`config.mk`:
```
export PLATFORM = sky130hd
export DESIGN_NAME = cfgSpiSlave
export DESIGN_NICKNAME = d
export VERILOG_FILES = /design/src/rtl/spi_slave_pkg.sv /design/src/rtl/spi_slave_ctrl.sv /design/src/rtl/spi_slave_dp.sv /design/src/rtl/cfgSpiSlave.sv
export SDC_FILE = /design/constraint.sdc
export NUM_CORES = 1
export LEC_CHECK = 0
export ABC_AREA = 1
export BUFFER_PORTS_ARGS = -buffer_cell sky130_fd_sc_hd__buf_2
export CAP_MARGIN = 20
export CORE_ASPECT_RATIO = 1.5
export CORE_UTILIZATION = 30
export DETAILED_ROUTE_END_ITERATION = 10
export GPL_TIMING_DRIVEN = 0
export PLACE_DENSITY = 0.59
export SLEW_MARGIN = 0
export SYNTH_ARGS = -nofsm -noshare
export SYNTH_HDL_FRONTEND = slang
export SYNTH_SLANG_ARGS = --single-unit
export TNS_END_PERCENT = 10
```
`constraint.sdc`:
```
create_clock -name clk -period 1.4 [get_ports clk]
set_input_delay 0 -clock clk [delete_from_list [all_inputs] [get_ports clk]]
set_output_delay 0 -clock clk [all_outputs]
set_load 0.01 [all_outputs]
```
`src/rtl/spi_slave_pkg.sv`:
```
package spi_slave_pkg;

  localparam int SPI_DATA_W  = 16;
  localparam int SPI_SHORT_W = 8;
  localparam int SPI_ADDR_W  = 2;

  // Transfer mode: only updated while the slave is deselected.
  typedef struct packed {
    logic ssActiveHigh;
    logic wide;
    logic cpha;
    logic cpol;
  } mode_t;

  // Single-cycle events from control to datapath.
  typedef struct packed {
    logic load;    // copy transmit word into the shifter
    logic shift;   // advance MISO by one bit
    logic sample;  // capture one MOSI bit
    logic done;    // the sampled bit completes a character
  } strobe_t;

endpackage

```
`src/rtl/spi_slave_ctrl.sv`:
```
module spi_slave_ctrl
  import spi_slave_pkg::*;
#(
  parameter int SYNC_STAGES = 2,
  parameter int LONG_BITS   = SPI_DATA_W,
  parameter int SHORT_BITS  = SPI_SHORT_W
) (
  input  logic    clk,
  input  logic    rstN,
  input  logic    sclkIn,
  input  logic    ssIn,
  input  logic    mosiIn,
  input  mode_t   mode,
  output strobe_t stb,
  output logic    selActive,
  output logic    mosiBit
);

  localparam int CNT_W = $clog2(LONG_BITS);
  localparam logic [CNT_W-1:0] LAST_LONG  = CNT_W'(LONG_BITS - 1);
  localparam logic [CNT_W-1:0] LAST_SHORT = CNT_W'(SHORT_BITS - 1);

  // Synchronisers; the clock chain has one extra stage for edge detection.
  logic [SYNC_STAGES:0]   sclkPipe;
  logic [SYNC_STAGES-1:0] ssPipe;
  logic [SYNC_STAGES-1:0] mosiPipe;

  always_ff @(posedge clk or negedge rstN) begin
    if (!rstN) begin
      sclkPipe <= '0;
      ssPipe   <= '1;
      mosiPipe <= '0;
    end else begin
      sclkPipe <= {sclkPipe[SYNC_STAGES-1:0], sclkIn};
      ssPipe   <= {ssPipe[SYNC_STAGES-2:0], ssIn};
      mosiPipe <= {mosiPipe[SYNC_STAGES-2:0], mosiIn};
    end
  end

  logic sclkNow, sclkOld, riseEdge, fallEdge;
  logic leadEdge, trailEdge, sampleEdge, driveEdge;
  logic selPrev, selStart, lastBit;
  logic [CNT_W-1:0] bitCnt;
  logic needLoad, skipFirst;

  assign sclkNow   = sclkPipe[SYNC_STAGES-1];
  assign sclkOld   = sclkPipe[SYNC_STAGES];
  assign riseEdge  = sclkNow & ~sclkOld;
  assign fallEdge  = ~sclkNow & sclkOld;
  assign leadEdge  = mode.cpol ? fallEdge : riseEdge;
  assign trailEdge = mode.cpol ? riseEdge : fallEdge;
  assign sampleEdge = mode.cpha ? trailEdge : leadEdge;
  assign driveEdge  = mode.cpha ? leadEdge : trailEdge;

  assign selActive = (ssPipe[SYNC_STAGES-1] == mode.ssActiveHigh);
  assign selStart  = selActive & ~selPrev;
  assign lastBit   = (bitCnt == (mode.wide ? LAST_LONG : LAST_SHORT));
  assign mosiBit   = mosiPipe[SYNC_STAGES-1];

  always_comb begin
    stb        = '0;
    stb.load   = selStart | (selActive & driveEdge & needLoad);
    stb.shift  = selActive & ~selStart & driveEdge & ~needLoad & ~skipFirst;
    stb.sample = selActive & ~selStart & sampleEdge;
    stb.done   = stb.sample & lastBit;
  end

  always_ff @(posedge clk or negedge rstN) begin
    if (!rstN) begin
      selPrev   <= 1'b0;
      bitCnt    <= '0;
      needLoad  <= 1'b0;
      skipFirst <= 1'b0;
    end else begin
      selPrev <= selActive;
      if (!selActive) begin
        bitCnt    <= '0;
        needLoad  <= 1'b0;
        skipFirst <= 1'b0;
      end else if (selStart) begin
        bitCnt    <= '0;
        needLoad  <= 1'b0;
        skipFirst <= mode.cpha;
      end else begin
        if (sampleEdge) begin
          bitCnt <= lastBit ? '0 : bitCnt + 1'b1;
          if (lastBit) needLoad <= 1'b1;
        end
        if (driveEdge) begin
          skipFirst <= 1'b0;
          needLoad  <= 1'b0;
        end
      end
    end
  end

endmodule

```
`src/rtl/spi_slave_dp.sv`:
```
module spi_slave_dp
  import spi_slave_pkg::*;
#(
  parameter int DATA_W     = SPI_DATA_W,
  parameter int SHORT_BITS = SPI_SHORT_W,
  parameter int ADDR_W     = SPI_ADDR_W
) (
  input  logic              clk,
  input  logic              rstN,
  input  logic              regWrEn,
  input  logic              regRdEn,
  input  logic [ADDR_W-1:0] regAddr,
  input  logic [DATA_W-1:0] regWrData,
  output logic [DATA_W-1:0] regRdData,
  input  strobe_t           stb,
  input  logic              selActive,
  input  logic              mosiBit,
  output mode_t             activeMode,
  output logic              misoOut,
  output logic              rxFull,
  output logic              overrun,
  output logic              irqOut
);

  localparam logic [ADDR_W-1:0] A_CFG  = ADDR_W'(0);
  localparam logic [ADDR_W-1:0] A_TXD  = ADDR_W'(1);
  localparam logic [ADDR_W-1:0] A_RXD  = ADDR_W'(2);
  localparam logic [ADDR_W-1:0] A_STAT = ADDR_W'(3);
  localparam int IE_BIT = 7, SSPOL_BIT = 6, WIDE_BIT = 2, CPHA_BIT = 1, CPOL_BIT = 0;

  logic              ieReg;
  mode_t             modeShadow;
  logic [DATA_W-1:0] txData, txShift, holdReg;
  logic [DATA_W-2:0] rxShift;
  logic [DATA_W-1:0] rxNext, charOut;
  logic              rdRx;

  assign rdRx   = regRdEn && (regAddr == A_RXD);
  assign rxNext = {rxShift, mosiBit};
  assign charOut = activeMode.wide ? rxNext
                 : {{(DATA_W-SHORT_BITS){1'b0}}, rxNext[SHORT_BITS-1:0]};

  // Configuration and transmit word.
  always_ff @(posedge clk or negedge rstN) begin
    if (!rstN) begin
      ieReg      <= 1'b0;
      modeShadow <= '0;
      activeMode <= '0;
      txData     <= '0;
    end else begin
      if (regWrEn && regAddr == A_CFG) begin
        ieReg                   <= regWrData[IE_BIT];
        modeShadow.ssActiveHigh <= regWrData[SSPOL_BIT];
        modeShadow.wide         <= regWrData[WIDE_BIT];
        modeShadow.cpha         <= regWrData[CPHA_BIT];
        modeShadow.cpol         <= regWrData[CPOL_BIT];
      end
      if (regWrEn && regAddr == A_TXD) txData <= regWrData;
      if (!selActive) activeMode <= modeShadow;
    end
  end

  // Shifters, holding register and flags.
  always_ff @(posedge clk or negedge rstN) begin
    if (!rstN) begin
      txShift <= '0;
      rxShift <= '0;
      holdReg <= '0;
      rxFull  <= 1'b0;
      overrun <= 1'b0;
    end else begin
      if (stb.load)       txShift <= txData;
      else if (stb.shift) txShift <= {txShift[DATA_W-2:0], 1'b0};
      if (stb.sample) rxShift <= rxNext[DATA_W-2:0];
      if (stb.done) begin
        holdReg <= charOut;
        rxFull  <= 1'b1;
        overrun <= (overrun & ~rdRx) | (rxFull & ~rdRx);
      end else if (rdRx) begin
        rxFull  <= 1'b0;
        overrun <= 1'b0;
      end
    end
  end

  assign misoOut = activeMode.wide ? txShift[DATA_W-1] : txShift[SHORT_BITS-1];
  assign irqOut  = rxFull & ieReg;

  always_comb begin
    regRdData = '0;
    unique case (regAddr)
      A_CFG: begin
        regRdData[IE_BIT]    = ieReg;
        regRdData[SSPOL_BIT] = modeShadow.ssActiveHigh;
        regRdData[WIDE_BIT]  = modeShadow.wide;
        regRdData[CPHA_BIT]  = modeShadow.cpha;
        regRdData[CPOL_BIT]  = modeShadow.cpol;
      end
      A_TXD:  regRdData = txData;
      A_RXD:  regRdData = holdReg;
      A_STAT: regRdData[1:0] = {overrun, rxFull};
      default: regRdData = '0;
    endcase
  end

endmodule

```
`src/rtl/cfgSpiSlave.sv`:
```
module cfgSpiSlave
  import spi_slave_pkg::*;
#(
  parameter int DATA_W      = SPI_DATA_W,
  parameter int SHORT_BITS  = SPI_SHORT_W,
  parameter int ADDR_W      = SPI_ADDR_W,
  parameter int SYNC_STAGES = 2
) (
  input  logic              clk,
  input  logic              rstN,
  input  logic              regWrEn,
  input  logic              regRdEn,
  input  logic [ADDR_W-1:0] regAddr,
  input  logic [DATA_W-1:0] regWrData,
  output logic [DATA_W-1:0] regRdData,
  input  logic              sclkIn,
  input  logic              ssIn,
  input  logic              mosiIn,
  output logic              misoOut,
  output logic              misoOe,
  output logic              irqOut
);

  strobe_t stb;
  mode_t   activeMode;
  logic    selActive, mosiBit, rxFull, overrun;

  spi_slave_ctrl #(
    .SYNC_STAGES(SYNC_STAGES),
    .LONG_BITS  (DATA_W),
    .SHORT_BITS (SHORT_BITS)
  ) u_ctrl (
    .clk      (clk),
    .rstN     (rstN),
    .sclkIn   (sclkIn),
    .ssIn     (ssIn),
    .mosiIn   (mosiIn),
    .mode     (activeMode),
    .stb      (stb),
    .selActive(selActive),
    .mosiBit  (mosiBit)
  );

  spi_slave_dp #(
    .DATA_W    (DATA_W),
    .SHORT_BITS(SHORT_BITS),
    .ADDR_W    (ADDR_W)
  ) u_dp (
    .clk       (clk),
    .rstN      (rstN),
    .regWrEn   (regWrEn),
    .regRdEn   (regRdEn),
    .regAddr   (regAddr),
    .regWrData (regWrData),
    .regRdData (regRdData),
    .stb       (stb),
    .selActive (selActive),
    .mosiBit   (mosiBit),
    .activeMode(activeMode),
    .misoOut   (misoOut),
    .rxFull    (rxFull),
    .overrun   (overrun),
    .irqOut    (irqOut)
  );

  assign misoOe = selActive;

endmodule

```
# Word level (Yosys, flattened, before mapping)
# Index checks and enable logic that the tools add are counted.
# totals
register_bits,88
input_bits,25
word_cells,91
# op_classes
add_sub_neg,1
n_eq_ne,9
n_mux,29
n_bitwise,23
reduce_logical,7
# ops
op,count
16-bit 2-to-1 mux,3
4-bit 2-to-1 mux,5
1-bit 2-to-1 mux,16
8-bit one-hot mux with 2 select lines,1
1-bit AND,14
4-bit inequality test (second input constant),2
2-bit one-hot mux with 4 select lines,1
1-bit inverter,7
3-bit inequality test (second input constant),2
2-bit one-hot mux with 3 select lines,1
3-bit one-hot mux with 2 select lines,1
4-bit by 1-bit adder with 4-bit output (second input constant),1
2-bit == test (second input constant),2
4-bit == test,1
2-bit nonzero test,2
1-bit logical AND,3
1-bit one-hot mux with 3 select lines,1
2-bit by 1-bit == test with 1-bit output (second input constant),1
2-bit logical NOT,1
1-bit bitwise OR,2
2-bit AND reduction,1
1-bit == test,1

# Depth between registers and ports, before layout
# Gate-level depths: netlist of the first run.
# depth
word_depth,9
depth_mapped,10
depth_no_buf,9

# Cells and area by module
# Synthesis of the first run repeated with hierarchy kept, for this count alone.
# hier_totals
cells_unflattened,500
area_unflattened_um2,4116.4
# modules_own_cells
mod,n_inst,cells_per_inst,area_each_um2,seq_area_each_um2
spi_slave_dp,1,428,3440.8,1851.8
spi_slave_ctrl,1,72,675.6,352.8

# Least setup slack after synthesis of the first run
# OpenSTA, ideal clock, no wires.
# synth_path
path_type,flip-flop to flip-flop
from,register u_ctrl.ssPipe[1]
to,register u_dp.txShift[10]
setup_time_ns,0.117
arrival_time_ns,1.417
setup_slack_ns,-0.134
path_stages_with_launch,9
n_path_buf,1
period_less_slack_ns,1.534
cell_sequence,dfstp_2 -> nand2_1 -> nand2_2 -> nand2_2 -> nor2_1 -> nand3_2 -> buf_2 -> nand3_1 -> nand2_1
# synth_via
elab_chain_len,8
elab_cells_between_ends,12
classes_between,eq/ne (1); mux (1); bitwise (9); reduce/logical (1)
# synth_rtl
item,line_no,source
"start, declared",spi_slave_ctrl.sv:25,logic [SYNC_STAGES-1:0] ssPipe;
"start signal, assigned",spi_slave_ctrl.sv:35,"ssPipe <= {ssPipe[SYNC_STAGES-2:0], ssIn};"
1-bit == test *,spi_slave_ctrl.sv:55,assign selActive = (ssPipe[SYNC_STAGES-1] == mode.ssActiveHigh);
named net misoOe,cfgSpiSlave.sv:20,"output logic misoOe,"
1-bit AND,spi_slave_ctrl.sv:56,assign selStart = selActive & ~selPrev;
1-bit inverter,spi_slave_ctrl.sv:63,stb.shift = selActive & ~selStart & driveEdge & ~needLoad & ~skipFirst;
1-bit AND (4 in a row),spi_slave_ctrl.sv:63,
2-bit nonzero test (no source line),--,
"end signal, assigned",spi_slave_dp.sv:72,if (stb.load) txShift <= txData;
"end signal, assigned",spi_slave_dp.sv:73,"else if (stb.shift) txShift <= {txShift[DATA_W-2:0], 1'b0};"
"end, declared",spi_slave_dp.sv:33,"logic [DATA_W-1:0] txData, txShift, holdReg;"
# The timed path passes the listed nets; every way through them passes the cells marked *.
# A chain may end at the register's enable or synchronous reset.

# Worst setup path after layout of the first run
# layout_path
from,register u_ctrl.ssPipe[1]
to,register u_dp.txShift[13]
# layout_via
elab_chain_len,8
elab_cells_between_ends,12
classes_between,eq/ne (1); mux (1); bitwise (9); reduce/logical (1)
# layout_rtl
item,line_no
1-bit == test *,spi_slave_ctrl.sv:55
1-bit AND,spi_slave_ctrl.sv:56
1-bit inverter,spi_slave_ctrl.sv:63
1-bit AND (4 in a row),spi_slave_ctrl.sv:63
2-bit nonzero test (no source line),--
# Mark *: on every way between the ends. The rest lies on a longest branch, timed or not.

==> metrics.cfg, run 1 <==
[layout]
syn_to_final_growth_pct=30.45
antenna_diode_count=0
mostFrequentLayoutCells=168 x nand2_1, 86 x dfrtp_1, 64 x nand3_1, 58 x inv_1, 42 x buf_2
ff_latch_area_um2=2205
layout.cells.most_common=nand2_1
fillCellCount=1335
multi_input_area_um2=1630
post_route_cells_drive_above_1_share=0.1960
final_core_utilization=0.3999
total_number_of_nets_in_the_final_design=631

[clock_tree]
cts_max_level=3
cts.path.max_buffers=2
cts_made_buffers=9
source_to_sink_clock_delay_at_the_later_pin_of_the_worst_skew_pair_ns=0.34
cts_tree=done
clk_transition_reported_paths_ns=0.07
cts_root_buffer=clkbuf_16
clock_sink_count=88

[place]
gp_congestion=0.8177
numPortBuffers=43
dp_hpwl_um=7596
dpl_worst_slack_ns=-0.3972

[logic_synthesis]
synth_area_um2=4129
mappedNetlistNets=539
yosysWarnings=0
yosys_most_used_dff=dfrtp_1
synth_enable_flop_cells=0
async_flop_share=1.000
postSynthCellCount=507
yosys.cell_types.count=27
register_bit_total_from_synthesis=88
avgSynthCellArea_um2=8.144
synth_sequential_area_ratio=0.5339

[sta]
clock_skew_ns=0.009735
maxClockFrequency_mhz=631.2
setup_viol_count_final=52
min_period_over_period=1.132
max_slew.worst_pin.slew_ns=0.4975
hold_viol_final=0
timing_max_transition_violations_final=0
grt_setup_unrepaired=true
finalHoldWorstSlack_ns=0.05517
setup-tns-final_ns=-6.438
timing.slew.headroom=0.6683
worst_slack_ns=-0.1842
finalWorstPathRequiredPeriod_ns=1.584

[critical_path]
worstPathArrival_ns=1.81
standard_cell_with_the_maximum_stage_delay_on_the_critical_path=dfstp_2
cp_slowest_stage_delay_ns=0.55
critical_path.max_fanout=7
timing.critical_path.from_type=register
crit_path_frequent_cell=buf_6
critical_path_required_ns=1.63
path_cells=inv_2 -> nand2_2 -> nand2_4 -> or2_1 -> buf_6 -> nand2_8 -> inv_4 -> buf_6 -> nand3_1 -> nand2_1
cp-end-kind=register
worst_setup_path_class=register to register

[power_and_ir_drop]
p_sw_frac=0.2987
power.net_switching_w=0.002419
seq_power_share=0.411
power_internal_w=0.005678
p_per_area_nw_per_um2=1503
pwr-share-comb=0.247
power.ir.vdd_worst_v=0.0005780
leakage_nw=2.794
p_clk_frac=0.342

[hold_path]
worstHoldPathType=input pin to register

[drt]
detail_route.iter0.violations=186
final_routed_wire_length_divided_by_cell_count_um=13.63
wirelength_um=10410
dr.pass1.iters=7
post_drt_via_cell_ratio=4.556
detailroute.via_count=3481
drcViolationCount=2
drt.antenna.violating_nets=0

[global_route]
grt-ovfl-total=0
grt_pass1_wl_um=17270
first_global_vias=3534
number_of_antenna_violations_at_the_first_check_in_global_routing=0
pin_count_of_the_biggest_net_entering_global_routing=64
grtUsageTotal=0.1566

[floorplan]
chipHeight_um=145.7
die_boundary_width_um=97.79
floorplan.io_pins=44
num_rows=52
starting_density_of_the_core=0.3066
die_area_um2=14250
floorplan.core_area_um2=13470

[flow_run]
maximum_capacitance_violations=0

[run_status]
violations_in_the_final_reports=design-rule violations, negative setup slack
run_status=finished, violations left

[final timing paths]
check	startpoint	end	slack [ns]	cells past startpoint
hold / removal	regWrEn	u_dp.txData[4]	0.06	4
hold reg to reg	u_ctrl.sclkPipe[0]	u_ctrl.sclkPipe[1]	0.35	0
min in group asynchronous	rstN	u_dp.txShift[4]	0.13	2
setup / recovery	u_ctrl.ssPipe[1]	u_dp.txShift[13]	-0.18	10
max in group asynchronous	rstN	u_dp.holdReg[11]	0.65	3
setup reg to reg	u_ctrl.ssPipe[1]	u_dp.txShift[13]	-0.18	10
[sequential cells by signal, summed over array words and instances (netlist names)]
name and flops:
u_ctrl.sclkPipe 3, u_ctrl.needLoad 1, u_dp.txShift 16, u_dp.modeShadow 4
u_ctrl.selPrev 1, u_dp.rxFull 1, u_dp.holdReg 16, u_dp.activeMode 4
u_ctrl.bitCnt 4, u_dp.overrun 1, u_dp.rxShift 15, u_dp.ieReg 1
u_ctrl.skipFirst 1, u_ctrl.ssPipe 2, u_dp.txData 16, u_ctrl.mosiPipe 2
[critical path, delay by kind of cell, from the launching register on]
family,cells,cell delay (ns)
flip-flops,1,0.55
buffers and inverters,4,0.37
AND/OR/NAND/NOR,6,0.56
[metal layers]
metal / global-route usage / up-vias / wire, um
met1: 0.1732 / 1647 / 4337
met3: 0.03122 / 10 / 264
met2: 0.2901 / 48 / 5609
met5: 0 / - / 0
met4: 0.06212 / 0 / 199
li1: - / 1776 / -
[layout make-up]
cell class	instances	share of cell area
Clock inverter	3	0.01672
Multi-Input combinational cell	334	0.3027
Timing Repair Buffer	81	0.1099
Tap cell	162	0.03763
Buffer	22	0.03252
Clock buffer	11	0.04692
Inverter	63	0.04437
Sequential cell	88	0.4093
[cell families (layout without fill, tap and decap cells)]
family | count (synthesis) | count (layout) | synth area share
simple gates | 265 | 265 | 0.2779
flops | 88 | 88 | 0.5339
buf+inv | 85 | 180 | 0.08788
compound gates | 60 | 60 | 0.07485
fa+ha+maj | 7 | 7 | 0.02121
xor+xnor | 2 | 2 | 0.004243
[power groups by stage]
stage	clock network, W	registers [W]	logic (W)
2_1_floorplan	0	0.00327	0.00124
3_3_place_gp	0	0.00334	0.00166
3_5_place_dp	0	0.00336	0.00170
4_1_cts	0.00280	0.00332	0.00195
5_1_grt	0.00292	0.00339	0.00225
6_report	0.00277	0.00333	0.00200
[cell usage after synthesis (3+ instances only)]
cell / number / area share
a21oi_1: 25 / 0.030
nand2_1: 172 / 0.16
o21ai_0: 25 / 0.030
clkbuf_1: 8 / 0.0073
buf_6: 3 / 0.0082
dfrtp_1: 86 / 0.52
ha_1: 7 / 0.021
inv_1: 61 / 0.055
o21ai_1: 7 / 0.0085
buf_2: 9 / 0.011
nand2_2: 3 / 0.0045
nand3_1: 67 / 0.081
nor2_1: 16 / 0.015
[through the flow]
step	area (um^2)	total power [W]	std cells
finish	5386	0.008097	764
CTS	5333	0.008075	762
global placement	4561	0.004992	712
global route	5386	0.008559	764
detailed placement	4591	0.005068	713
floorplan	4143	0.004514	507
[timing repair]
action	CTS	global route
gates cloned	1	0
resized for setup	28	13
setup endpoints to repair	66	58
pin swaps	5	1
setup buffers	13	2
hold buffers	21	0
hold endpoints to repair	114	0
No activity file was read; power rests on OpenSTA's default activity.
==> run 2, diff against run 1 <==
--- a/config.mk
+++ b/config.mk
@@ -5,7 +5,6 @@
 export SDC_FILE = /design/constraint.sdc
 export NUM_CORES = 1
 export LEC_CHECK = 0
-export ABC_AREA = 1
 export BUFFER_PORTS_ARGS = -buffer_cell sky130_fd_sc_hd__buf_2
 export CAP_MARGIN = 20
 export CORE_ASPECT_RATIO = 1.5
==> metrics.cfg, run 2 <==
[run_status]
run_status=finished, violations left
violations_in_the_final_reports=negative setup slack

[logic_synthesis]
mappedNetlistNets=352
post_synth_main_area_contributors=dfrtp_1 55%, mux2_2 14%, mux2i_1 4.9%, nand2_1 2.9%, a21oi_1 2.7%
yosys.cell_types.count=34
post_synth_most_frequent_cells=86 x dfrtp_1, 47 x mux2_2, 30 x nand2_1
synth_sequential_area_ratio=0.5655
yosys_most_used_dff=dfrtp_1
yosysTopAreaCellShare=0.5520
avgSynthCellArea_um2=12.18
yosys.cell_count.top_type=dfrtp_1
yosysWarnings=0
synth_area_um2=3899
cell_accounting_for_the_most_synthesized_area=dfrtp_1
register_bit_total_from_synthesis=88
postSynthCellCount=320
async_flop_share=1.000
synth_enable_flop_cells=0

[drt]
drt.antenna.violating_nets=0
dr.pass1.iters=5
final_routed_wire_length_divided_by_cell_count_um=15.77
wirelength_um=8911
detailroute.via_count=2774
drcViolationCount=0
detail_route.iter0.violations=154
post_drt_via_cell_ratio=4.910

[layout]
mostFrequentLayoutCells=84 x dfrtp_1, 43 x mux2_2, 42 x buf_2, 29 x nand2_1, 21 x dlygate4sd3_1
antenna_diode_count=0
syn_to_final_growth_pct=32.16
fillCellCount=1188
post_route_cells_drive_above_1_share=0.3716
total_number_of_nets_in_the_final_design=437
finish.instance_area_um2=5152
layout.cells.most_common=dfrtp_1
reg.largest.list=u_dp.holdReg (16), u_dp.txData (16), u_dp.txShift (16)

[critical_path]
r2r_slack_ns=-0.39
critical_path_cell_count=6
worst_setup_path_class=register to register
critical_path.max_fanout=10
regToRegStartpoint=u_dp.activeMode[1]
timing.critical_path.from_type=register
cp-end-kind=register
standard_cell_with_the_maximum_stage_delay_on_the_critical_path=dfrtp_2
startpoint=u_dp.activeMode[1]
path_depth_of_the_worst_reg2reg_path=6
worst_path_dominant_cell_family=multiplexers
cp_slowest_stage_delay_ns=0.45
critical_path_required_ns=1.62
critical_path.n_buffers_inverters=1
path_cells=xor2_4 -> mux2i_4 -> o22ai_4 -> buf_8 -> mux2i_1 -> a31oi_1
worstPathArrival_ns=2.02

[power_and_ir_drop]
p_per_area_nw_per_um2=1610
power.ir.vdd_worst_v=0.0007231
leakage_nw=2.293

[global_route]
grtUsageTotal=0.1432
grt_pass1_wl_um=14290
pin_count_of_the_biggest_net_entering_global_routing=73
number_of_antenna_violations_at_the_first_check_in_global_routing=0
first_global_vias=2895
grt-ovfl-total=0

[clock_tree]
cts_made_buffers=9
cts_tree=done
clock_sink_count=88
source_to_sink_clock_delay_at_the_later_pin_of_the_worst_skew_pair_ns=0.34
clk_transition_reported_paths_ns=0.06
cts_root_buffer=clkbuf_16
cts_max_level=3
cts.path.max_buffers=2

[sta]
setup-tns-final_ns=-16.14
setup_viol_count_final=58
grt_setup_unrepaired=true
maxClockFrequency_mhz=557.4
worst_slack_ns=-0.3940
clock_skew_ns=0.008883
finalWorstPathRequiredPeriod_ns=1.794
timing_max_transition_violations_final=0
max_slew.worst_pin.slew_ns=0.4312
timing.slew.headroom=0.7125
min_period_over_period=1.281
hold_viol_final=0

[place]
detailed_place.area_um2=4364
gp_congestion=0.7703
dp_hpwl_um=6431
numPortBuffers=43

[floorplan]
chipHeight_um=141.6
starting_density_of_the_core=0.3100
floorplan.core_area_um2=12570
die_area_um2=13470
floorplan.io_pins=44
die_boundary_width_um=95.08
num_rows=50

[hold_path]
worstHoldPathType=input pin to async pin

[flow_run]
maximum_capacitance_violations=0

-- run 2: changes by cell type in the layout (fill, tap and decap cells not counted), sizes merged, moves of 8 or more --
cell and change:
mux2i +19, nand2 -146, buf -8, inv -57, a31oi +16, o21ai -19, a22oi +11, mux2 +47
nor2 -10, nand3 -67, nor2b +15
-- run 2: routing by layer --
| metal | track usage | share of wire | vias up |
|---|---|---|---|
| met4 | 0.08852 | 0.041 | 0 |
| met5 | 0 | 0 | - |
| met2 | 0.2436 | 0.53 | 49 |
| met1 | 0.1576 | 0.41 | 1388 |
| li1 | - | - | 1315 |
| met3 | 0.03376 | 0.028 | 22 |
-- run 2: worst paths after layout --
path / endpoint
max: u_dp.txShift[14]
min: u_ctrl.bitCnt[2]
max reg2reg: u_dp.txShift[14]
min reg2reg: u_ctrl.mosiPipe[1]
max in group asynchronous: u_dp.holdReg[14]
min in group clk: u_dp.ieReg
-- run 2: cells by family after synthesis --
family	Yosys count	synth area share
AO/OA/AOI/OAI	68	0.1110
XOR/XNOR	4	0.01091
adder cells (fa/ha/maj)	8	0.02503
buffers and inverters	25	0.02792
flip-flops	88	0.5655
multiplexers	66	0.1845
AND/OR/NAND/NOR	61	0.07510
-- run 2: final cells by class --
| cell class | instances | area [um^2] | share of cell area |
|---|---|---|---|
| well taps | 156 | 195.2 | 0.03788 |
| plain buffers | 18 | 178.9 | 0.03473 |
| clock inverters | 4 | 70.07 | 0.01360 |
| inverters | 6 | 22.52 | 0.004371 |
| clock buffers | 11 | 232.7 | 0.04517 |
| flip-flops and latches | 88 | 2207 | 0.4284 |
| multi-input cells | 207 | 1698 | 0.3295 |
| repair buffers | 75 | 548.0 | 0.1064 |
-- run 2: metrics by stage --
step | hold slack, ns | total power [W] | setup WS, ns | std cells | util
CTS | 0.07206 | 0.008252 | -0.4143 | 564 | 0.4060
finish | 0.07522 | 0.008294 | -0.3940 | 565 | 0.4098
global placement | 0.1061 | 0.005255 | -0.6432 | 519 | 0.3447
global route | 0.08695 | 0.008715 | -0.4903 | 565 | 0.4098
detailed placement | -0.1102 | 0.005333 | -0.6778 | 520 | 0.3471
floorplan | -0.2956 | 0.004744 | -0.3554 | 320 | -
-- run 2: timing repair --
item	4_1_cts	5_1_grt
endpoints found under the hold margin	114	0
cloned	0	0
endpoints found under the setup margin	80	74
setup buffers	9	1
pin swaps	16	5
hold buffers	21	0
gates resized for setup	54	17
-- run 2: power breakdown --
group          internal [W]  switching [W]  leakage (nW)  total (W)
Sequential          0.00306       0.000414          1.10    0.00347
Combinational       0.00122        0.00110          1.05    0.00232
Clock               0.00155       0.000955         0.149    0.00250
==> run 3, diff against run 2 <==
--- a/config.mk
+++ b/config.mk
@@ -11,7 +11,8 @@
 export CORE_UTILIZATION = 30
 export DETAILED_ROUTE_END_ITERATION = 10
 export GPL_TIMING_DRIVEN = 0
-export PLACE_DENSITY = 0.59
+export PLACE_DENSITY = 0.57
+export SETUP_SLACK_MARGIN = 0.3
 export SLEW_MARGIN = 0
 export SYNTH_ARGS = -nofsm -noshare
 export SYNTH_HDL_FRONTEND = slang
==> constraint.sdc (replaced) <==
create_clock -name clk -period 1.8 [get_ports clk]
set_input_delay 0 -clock clk [delete_from_list [all_inputs] [get_ports clk]]
set_output_delay 0 -clock clk [all_outputs]
set_load 0.01 [all_outputs]
==> metrics.cfg, run 3 (synthesis gave the netlist of run 2 again) <==
[flow_run]
maximum_capacitance_violations=0

[sta]
max_slew.worst_pin.slew_ns=0.4229
setup-tns-final_ns=0
timing_max_transition_violations_final=0
finalWorstPathRequiredPeriod_ns=1.796
min_period_over_period=0.9977
maxClockFrequency_mhz=556.8
setup_viol_count_final=0
hold_viol_final=0
finalHoldWorstSlack_ns=0.07435
clock_skew_ns=0.005552
worst_slack_ns=0.004088
timing.slew.headroom=0.7181
grt_setup_unrepaired=true

[layout]
fillCellCount=1215
total_number_of_nets_in_the_final_design=435
finish.instance_area_um2=5149
mostFrequentLayoutCells=84 x dfrtp_1, 41 x buf_2, 29 x mux2_2, 29 x nand2_1, 21 x dlygate4sd3_1
layout.cells.most_common=dfrtp_1
post_route_cells_drive_above_1_share=0.3627
reg.largest.list=u_dp.holdReg (16), u_dp.txData (16), u_dp.txShift (16)
antenna_diode_count=0
syn_to_final_growth_pct=32.06

[global_route]
pin_count_of_the_biggest_net_entering_global_routing=73
first_global_vias=2851
grt-ovfl-total=0
grt_pass1_wl_um=14710
grtUsageTotal=0.1469
number_of_antenna_violations_at_the_first_check_in_global_routing=0

[clock_tree]
source_to_sink_clock_delay_at_the_later_pin_of_the_worst_skew_pair_ns=0.34
clock_sink_count=88
cts_made_buffers=9
cts.path.max_buffers=2
clk_transition_reported_paths_ns=0.06
cts_root_buffer=clkbuf_16
cts_tree=done
cts_max_level=3

[critical_path]
timing.critical_path.from_type=register
r2r_slack_ns=0.004
cp_slowest_stage_delay_ns=0.44
worst_path_dominant_cell_family=multiplexers
path_cells=xor2_4 -> mux2i_4 -> o22ai_4 -> buf_8 -> mux2i_1 -> a31oi_1
critical_path.max_fanout=10
critical_path.n_buffers_inverters=1
worstPathArrival_ns=2.01
critical_path_required_ns=2.01
standard_cell_with_the_maximum_stage_delay_on_the_critical_path=dfrtp_2
worst_setup_path_class=register to register
cp-end-kind=register

[power_and_ir_drop]
p_per_area_nw_per_um2=1213
p_total_w=0.006245
leakage_nw=2.282
power.ir.vdd_worst_v=0.0006470

[floorplan]
die_boundary_width_um=95.08
floorplan.core_area_um2=12570
starting_density_of_the_core=0.3100
chipHeight_um=141.6
num_rows=50
floorplan.io_pins=44
die_area_um2=13470

[drt]
detail_route.iter0.violations=77
dr.pass1.iters=4
drt.antenna.violating_nets=0
wirelength_um=8991
drcViolationCount=0
detailroute.via_count=2798
final_routed_wire_length_divided_by_cell_count_um=15.94
post_drt_via_cell_ratio=4.961

[place]
gp_congestion=0.7458
detailed_place.area_um2=4364
dp_hpwl_um=6497
dpl_worst_slack_ns=-0.2839
numPortBuffers=43

[run_status]
run_status=completed

[hold_path]
worstHoldPathType=input pin to async pin

-- run 3: cell count changes in the layout (fill, tap and decap cells not counted), moves of 2 or more --
cell       before  now
bufinv_16       2    0
mux2_2         43   29
clkbuf_8        1    4
clkbuf_4        1    3
buf_6           8    5
o21ai_1         8    0
a21oi_2         4    2
a21oi_1        17   19
mux2_4          4   18
o21ai_0         4   12
-- run 3: timing repair --
| item | in CTS | in global routing |
|---|---|---|
| gates resized for setup | 56 | 20 |
| endpoints found under the setup margin | 80 | 63 |
| setup buffers | 7 | 0 |
| hold buffers | 21 | 0 |
| hold endpoints to repair | 114 | 0 |
| pin swaps | 11 | 12 |
-- run 3: worst reg2reg max path: stages, from the launching register on --
cell	delay (ns)
dfrtp_2	0.44
xor2_4	0.30
mux2i_4	0.36
o22ai_4	0.13
buf_8	0.17
mux2i_1	0.16
a31oi_1	0.10
-- run 3: final cells by class --
cell class / count / area (um^2) / share of cell area
inverters: 6 / 22.52 / 0.004374
clock buffers: 14 / 274.0 / 0.05322
plain buffers: 19 / 177.7 / 0.03451
clock inverters: 2 / 12.51 / 0.002430
repair buffers: 72 / 518.0 / 0.1006
flip-flops and latches: 88 / 2207 / 0.4287
multi-input cells: 207 / 1742 / 0.3383
well taps: 156 / 195.2 / 0.03791
-- run 3: through the flow --
stage / cells / utilization
after floorplan: 320 / -
after global placement: 519 / 0.3447
after detailed placement: 520 / 0.3471
after CTS: 564 / 0.4062
after global routing: 564 / 0.4095
final: 564 / 0.4095
-- run 3: worst paths after layout --
| kind | startpoint | to | cells after the start |
|---|---|---|---|
| setup / recovery | u_dp.activeMode[0] | u_dp.txShift[13] | 6 |
| hold / removal | rstN | u_dp.modeShadow[0] | 2 |
| setup reg to reg | u_dp.activeMode[0] | u_dp.txShift[13] | 6 |
| hold reg to reg | u_ctrl.mosiPipe[0] | u_ctrl.mosiPipe[1] | 0 |
| max in group asynchronous | rstN | u_dp.rxShift[11] | 3 |
| min in group clk | regWrEn | u_dp.modeShadow[3] | 3 |
-- run 3: routing by layer --
metal,share of wire,track usage
met2,0.55,0.2609
met4,0.026,0.07257
met1,0.40,0.1663
met5,0,0
met3,0.027,0.02412
-- run 3: power breakdown --
part | switching, W | internal (W)
Combinational | 0.000861 | 0.000915
Sequential | 0.000324 | 0.00238
Clock | 0.000719 | 0.00105
